**src/rtl/region_guard.sv**
```systemverilog
module region_guard #(
  parameter int AW   = 32,
  parameter int NREG = 8,
  localparam int IW  = $clog2(NREG),
  localparam int SW  = $clog2(AW + 1)
) (
  input  logic          clk,
  input  logic          rst_n,
  input  logic          cfg_we,
  input  logic [4:0]    cfg_addr,
  input  logic [AW-1:0] cfg_wdata,
  input  logic          acc_valid,
  input  logic [AW-1:0] acc_addr,
  input  logic          acc_write,
  input  logic          acc_priv,
  output logic          acc_allow,
  output logic          acc_fault,
  input  logic          flt_clr,
  output logic          flt_valid,
  output logic [AW-1:0] flt_addr,
  output logic          flt_write
);

  logic [AW-1:0] r_base [NREG];
  logic          r_en   [NREG];
  logic [SW-1:0] r_sz   [NREG];
  logic [7:0]    r_srd  [NREG];
  logic [1:0]    r_pp   [NREG];
  logic [1:0]    r_up   [NREG];
  logic          gen_en;

  always_ff @(posedge clk or negedge rst_n) begin
    if (!rst_n) begin
      gen_en <= 1'b0;
      for (int i = 0; i < NREG; i++) begin
        r_base[i] <= '0;
        r_en[i]   <= 1'b0;
        r_sz[i]   <= '0;
        r_srd[i]  <= '0;
        r_pp[i]   <= '0;
        r_up[i]   <= '0;
      end
    end else if (cfg_we) begin
      if (cfg_addr[4]) gen_en <= cfg_wdata[0];
      else if (!cfg_addr[3]) r_base[cfg_addr[IW-1:0]] <= cfg_wdata;
      else begin
        r_en[cfg_addr[IW-1:0]]  <= cfg_wdata[0];
        r_sz[cfg_addr[IW-1:0]]  <= cfg_wdata[SW:1];
        r_srd[cfg_addr[IW-1:0]] <= cfg_wdata[15:8];
        r_pp[cfg_addr[IW-1:0]]  <= cfg_wdata[17:16];
        r_up[cfg_addr[IW-1:0]]  <= cfg_wdata[19:18];
      end
    end
  end

  logic          hit;
  logic [1:0]    perm;
  logic [SW-1:0] sz;
  logic [AW-1:0] mask;
  logic [2:0]    sub;

  always_comb begin
    hit  = 1'b0;
    perm = 2'b00;
    sz   = '0;
    mask = '0;
    sub  = '0;
    for (int i = 0; i < NREG; i++) begin
      sz   = (r_sz[i] < SW'(8)) ? SW'(8) : ((r_sz[i] > SW'(AW)) ? SW'(AW) : r_sz[i]);
      mask = {AW{1'b1}} << sz;
      sub  = 3'(acc_addr >> (sz - SW'(3)));
      if (r_en[i] && (((acc_addr ^ r_base[i]) & mask) == '0) && !r_srd[i][sub]) begin
        hit  = 1'b1;
        perm = acc_priv ? r_pp[i] : r_up[i];
      end
    end
  end

  wire ok = !gen_en || (hit && (perm[1] || (perm[0] && !acc_write)));
  assign acc_allow = acc_valid && ok;
  assign acc_fault = acc_valid && !ok;

  always_ff @(posedge clk or negedge rst_n) begin
    if (!rst_n) begin
      flt_valid <= 1'b0;
      flt_addr  <= '0;
      flt_write <= 1'b0;
    end else if (flt_clr) begin
      flt_valid <= 1'b0;
    end else if (acc_fault && !flt_valid) begin
      flt_valid <= 1'b1;
      flt_addr  <= acc_addr;
      flt_write <= acc_write;
    end
  end


  flt_capture_chk: assert property (@(posedge clk) disable iff (!rst_n)
    acc_fault && !flt_valid && !flt_clr |=> flt_valid && flt_addr == $past(acc_addr) && flt_write == $past(acc_write));


  flt_hold_chk: assert property (@(posedge clk) disable iff (!rst_n)
    flt_valid && !flt_clr |=> flt_valid && $stable(flt_addr) && $stable(flt_write));


  flt_clear_chk: assert property (@(posedge clk) disable iff (!rst_n)
    flt_clr |=> !flt_valid);


  off_pass_chk: assert property (@(posedge clk) disable iff (!rst_n)
    acc_valid && !gen_en |-> acc_allow && !acc_fault);

endmodule

```
**config.mk**
```make
export PLATFORM = sky130hd
export DESIGN_NAME = region_guard
export DESIGN_NICKNAME = d
export VERILOG_FILES = /design/src/rtl/region_guard.sv
export SDC_FILE = /design/constraint.sdc
export NUM_CORES = 1
export LEC_CHECK = 0
export BUFFER_PORTS_ARGS = -buffer_cell sky130_fd_sc_hd__buf_4
export CELL_PAD_IN_SITES_DETAIL_PLACEMENT = 1
export CELL_PAD_IN_SITES_GLOBAL_PLACEMENT = 1
export CORE_UTILIZATION = 25
export CTS_BUF_LIST = sky130_fd_sc_hd__clkbuf_4
export DETAILED_ROUTE_END_ITERATION = 16
export PLACE_DENSITY_LB_ADDON = 0.25
export SLEW_MARGIN = 20
export SYNTH_ARGS = -nofsm -noshare
export SYNTH_HDL_FRONTEND = slang
export SYNTH_SLANG_ARGS = --single-unit
export TNS_END_PERCENT = 30
```
**constraint.sdc**
```tcl
create_clock -name clk -period 8.3 [get_ports clk]
set_input_delay 0.83 -clock clk [delete_from_list [all_inputs] [get_ports clk]]
set_output_delay 0.83 -clock clk [all_outputs]
set_load 0.005 [all_outputs]
```
==> qor.csv <==
stage,metric,value,unit
timing,Tcrit/Tclk final,96.50,%
worst_hold_path,HP Class,in -> reg,
global_route,initial antenna violation count,20,
yosys,"Distinct cells, synth",105,
global_route,largest net degree at the start of global routing,143,
global_route,overflow left after global routing,0,
layout,share of layout cells above drive strength 1,31.74,%
power,cell leakage power,0.01379,uW
drt,total wire length,131.0,mm
die,I/O pin count,112,
global_route,number of global-route vias before repair,24860,
die,Horiz. Die Dim,344.9,um
die,core box area,116400,sq um
placed_design,Placer Congestion,0.8269,
timing,fin worst setup slack,0.2902,ns
global_route,GR Util All Layers,21.89,%
yosys,Syn Nets,2930,
drt,DR WL/cell,29.22,um
global_route,GR peak layer,met2,
yosys,Post-Synth Adder-Cell Area,1.566,%
timing,Final min period,8.010,ns
clocking,H-tree depth,4,
drt,post-detailed-route count of antenna-violating nets,0,
drt,drt drc,0,
setup_path,critical path arrival,7.18,ns
setup_path,Critical Path Start Type,flop,
yosys,top_reg_cell synth,dfrtp_1,
timing,fmax,124.8,MHz
yosys,number of synthesized flops with an enable pin,0,
setup_path,worst r2r path cells,19,
drt,via count,24790,
clocking,clock root cell,clkbuf_4,
timing,final-report hold violation count,0,
timing,Final Skew,0.05556,ns
timing,final setup fails,0,
global_route,met1 Track Usage GR,30.17,%
power,PD cells,257.0,nW/um^2
run,max cap viols,0,
yosys,Netlist Area Pre-Place,29400,sq um
placed_design,PortBufs,110,
die,initial core utilization,25.27,%
global_route,grt met3 use,3.397,%
yosys,Post-Synth XOR/XNOR Area,6.941,%
yosys,dominant cells by area after synthesis,"dfrtp_1 (36%), mux2_2 (15%), mux4_2 (7.4%)",
yosys,Yosys warnings,0,
die,Row Count,125,
yosys,register area share after synthesis,35.75,%
layout,Finished Layout Cells,4482,
setup_path,CP max FO,15,
clocking,clock buffer depth,3,
clocking,clk sinks,420,
clocking,CTS tree,yes,
placed_design,pre-CTS setup slack,0.8481,ns
timing,Final Max Slew Viols,0,
global_route,first-pass GRT wire length,188.1,mm
yosys,#FFs+latches synth,420,
clocking,setup bufs post-CTS,0,
placed_design,Cells after DPL,4251,
yosys,Syn Inst Count,2822,
setup_path,CP Capture Type,output pin,
drt,Initial DRC Count,2170,
clocking,Num CTS Buffers,130,
die,Die ar.,119000,sq um
yosys,mux share of post-synthesis cell area,26.83,%
run_status,run status,"complete, no violations",
worst_hold_path,worst hold path depth,2,
die,die height,344.9,um
layout,Syn-to-layout area delta,12.79,%
yosys,most frequent cell after synthesis,dfrtp_1,
yosys,post-synthesis simple-gate area fraction,10.18,%
timing,worst rel slew slack,25.60,%
global_route,GR Util met2,34.74,%
layout,nets@finish,2969,
drt,Via density,5.531,
layout,Fill cells,13190,
placed_design,post-DP HPWL,78.18,mm
yosys,syn avg cell area,10.42,sq um
yosys,Synth top cells by count,"dfrtp_1 (420), mux2_2 (397), nand2_1 (156)",
yosys,largest family of logic cells by synthesized area,multiplexers,
yosys,post-synth top area share,35.75,%
yosys,ys async rst share,100.0,%
setup_path,CP Class,reg -> out,
drt,1st-pass router iterations,5,
setup_path,required time of the critical path,7.47,ns
power,"IR drop worst, VDD",0.1038,mV
yosys,Synth area leader,dfrtp_1,
yosys,post-synthesis compound-gate area fraction,14.26,%
clocking,clk_lat worst skew,1.02,ns
clocking,"Clk pin slew, worst setup/hold paths",0.06,ns
timing,Worst-Margin Slew,1.113,ns
worst paths after layout:
check / start / to / slack (ns)
min in group asynchronous: rst_n / r_base[221] / 0.49
hold reg to reg: flt_addr[2] / flt_addr[2] / 0.49
hold / removal: acc_write / flt_write / 0.14
max in group asynchronous: rst_n / r_base[118] / 6.30
setup reg to reg: r_sz[33] / flt_addr[29] / 1.46
setup / recovery: r_sz[33] / acc_allow / 0.29
metal layers:
layer,vias up,wire [um],part of all wire (%)
li1,10600,-,-
met1,13040,57990,44
met2,921,60850,46
met3,227,8100,6.2
met4,4,4014,3.1
met5,-,27,0.021
sequential cells by signal, indices dropped and copies added (netlist names):
name and count:
r_up 16, flt_write 1, r_sz 48, gen_en 1
r_base 233, flt_valid 1, r_srd 64, flt_addr 32
r_pp 16, r_en 8
layout make-up:
class	instances	area [sq um]	area share, %
inverter	76	295.3	0.8904
timing repair buffer	157	1216	3.667
multi-input combinational	2076	17630	53.16
clock buffer	178	1336	4.029
antenna	6	15.01	0.04527
sequential	420	10510	31.69
clock inverter	45	252.7	0.7621
tap	1524	1907	5.750
where the power goes:
part | switching (uW) | total [uW] | internal (uW)
clock network | 1020 | 2060 | 1030
registers | 426 | 2930 | 2500
logic | 1930 | 3540 | 1610
total | 3380 | 8520 | 5140
cell usage in the layout, fill, tap and decap left out, drive strengths merged, types with 21 or more instances in the layout:
master,n
mux2,432
dfrtp,420
clkbuf,178
nand2,158
buf,155
o21ai,152
a21oi,136
xor2,127
xnor2,106
nor2,101
mux4,96
nand3,85
mux2i,72
inv,72
nor3,47
a211oi,45
clkinv,40
nand2b,35
ha,32
o22ai,30
nor2b,29
a31oi,27
and3,25
nor4,23
o211ai,21
a22oi,21
repair_timing:
action | in CTS | in global routing
resized for setup | 4 | 5
endpoints found under the setup margin | 2 | 2
hold buffers | 2 | 0
hold endpoints to repair | 94 | 0
cells by family after synthesis:
| family | after synthesis |
|---|---|
| compound gates | 623 |
| xor+xnor | 233 |
| fa+ha+maj | 38 |
| buf+inv | 326 |
| flops | 420 |
| mux | 600 |
| simple gates | 582 |
per-stage QoR:
step / hold slack [ns] / TNS [ns] / power [uW] / area, sq um / util [%]
floorplan: 0.4723 / 0 / 5326 / 29400 / -
global placement: 0.4724 / 0 / 6419 / 31500 / 27.07
detailed placement: 0.4835 / 0 / 6451 / 31500 / 27.07
CTS: 0.02887 / 0 / 8578 / 33120 / 28.47
global route: 0.07431 / -0.008736 / 9056 / 33160 / 28.50
finish: 0.1403 / 0 / 8522 / 33160 / 28.50
critical path, cell delays in order (launching register included):
cell and delay (ns):
dfrtp_1 0.62, o21bai_2 0.32, nor2_1 0.29, ha_1 0.26, inv_1 0.06, ha_1 0.62, inv_1 0.24, or4_1 0.51
a21oi_1 0.15, o32ai_1 0.12, a2111oi_2 0.67, mux2_2 0.43, a21oi_4 0.40, nand4b_1 0.18, a311o_1 0.42, a2111oi_4 0.36
buf_4 0.22, o31a_1 0.15, buf_4 0.11
Note: power is estimated with default switching activity, not from simulation.
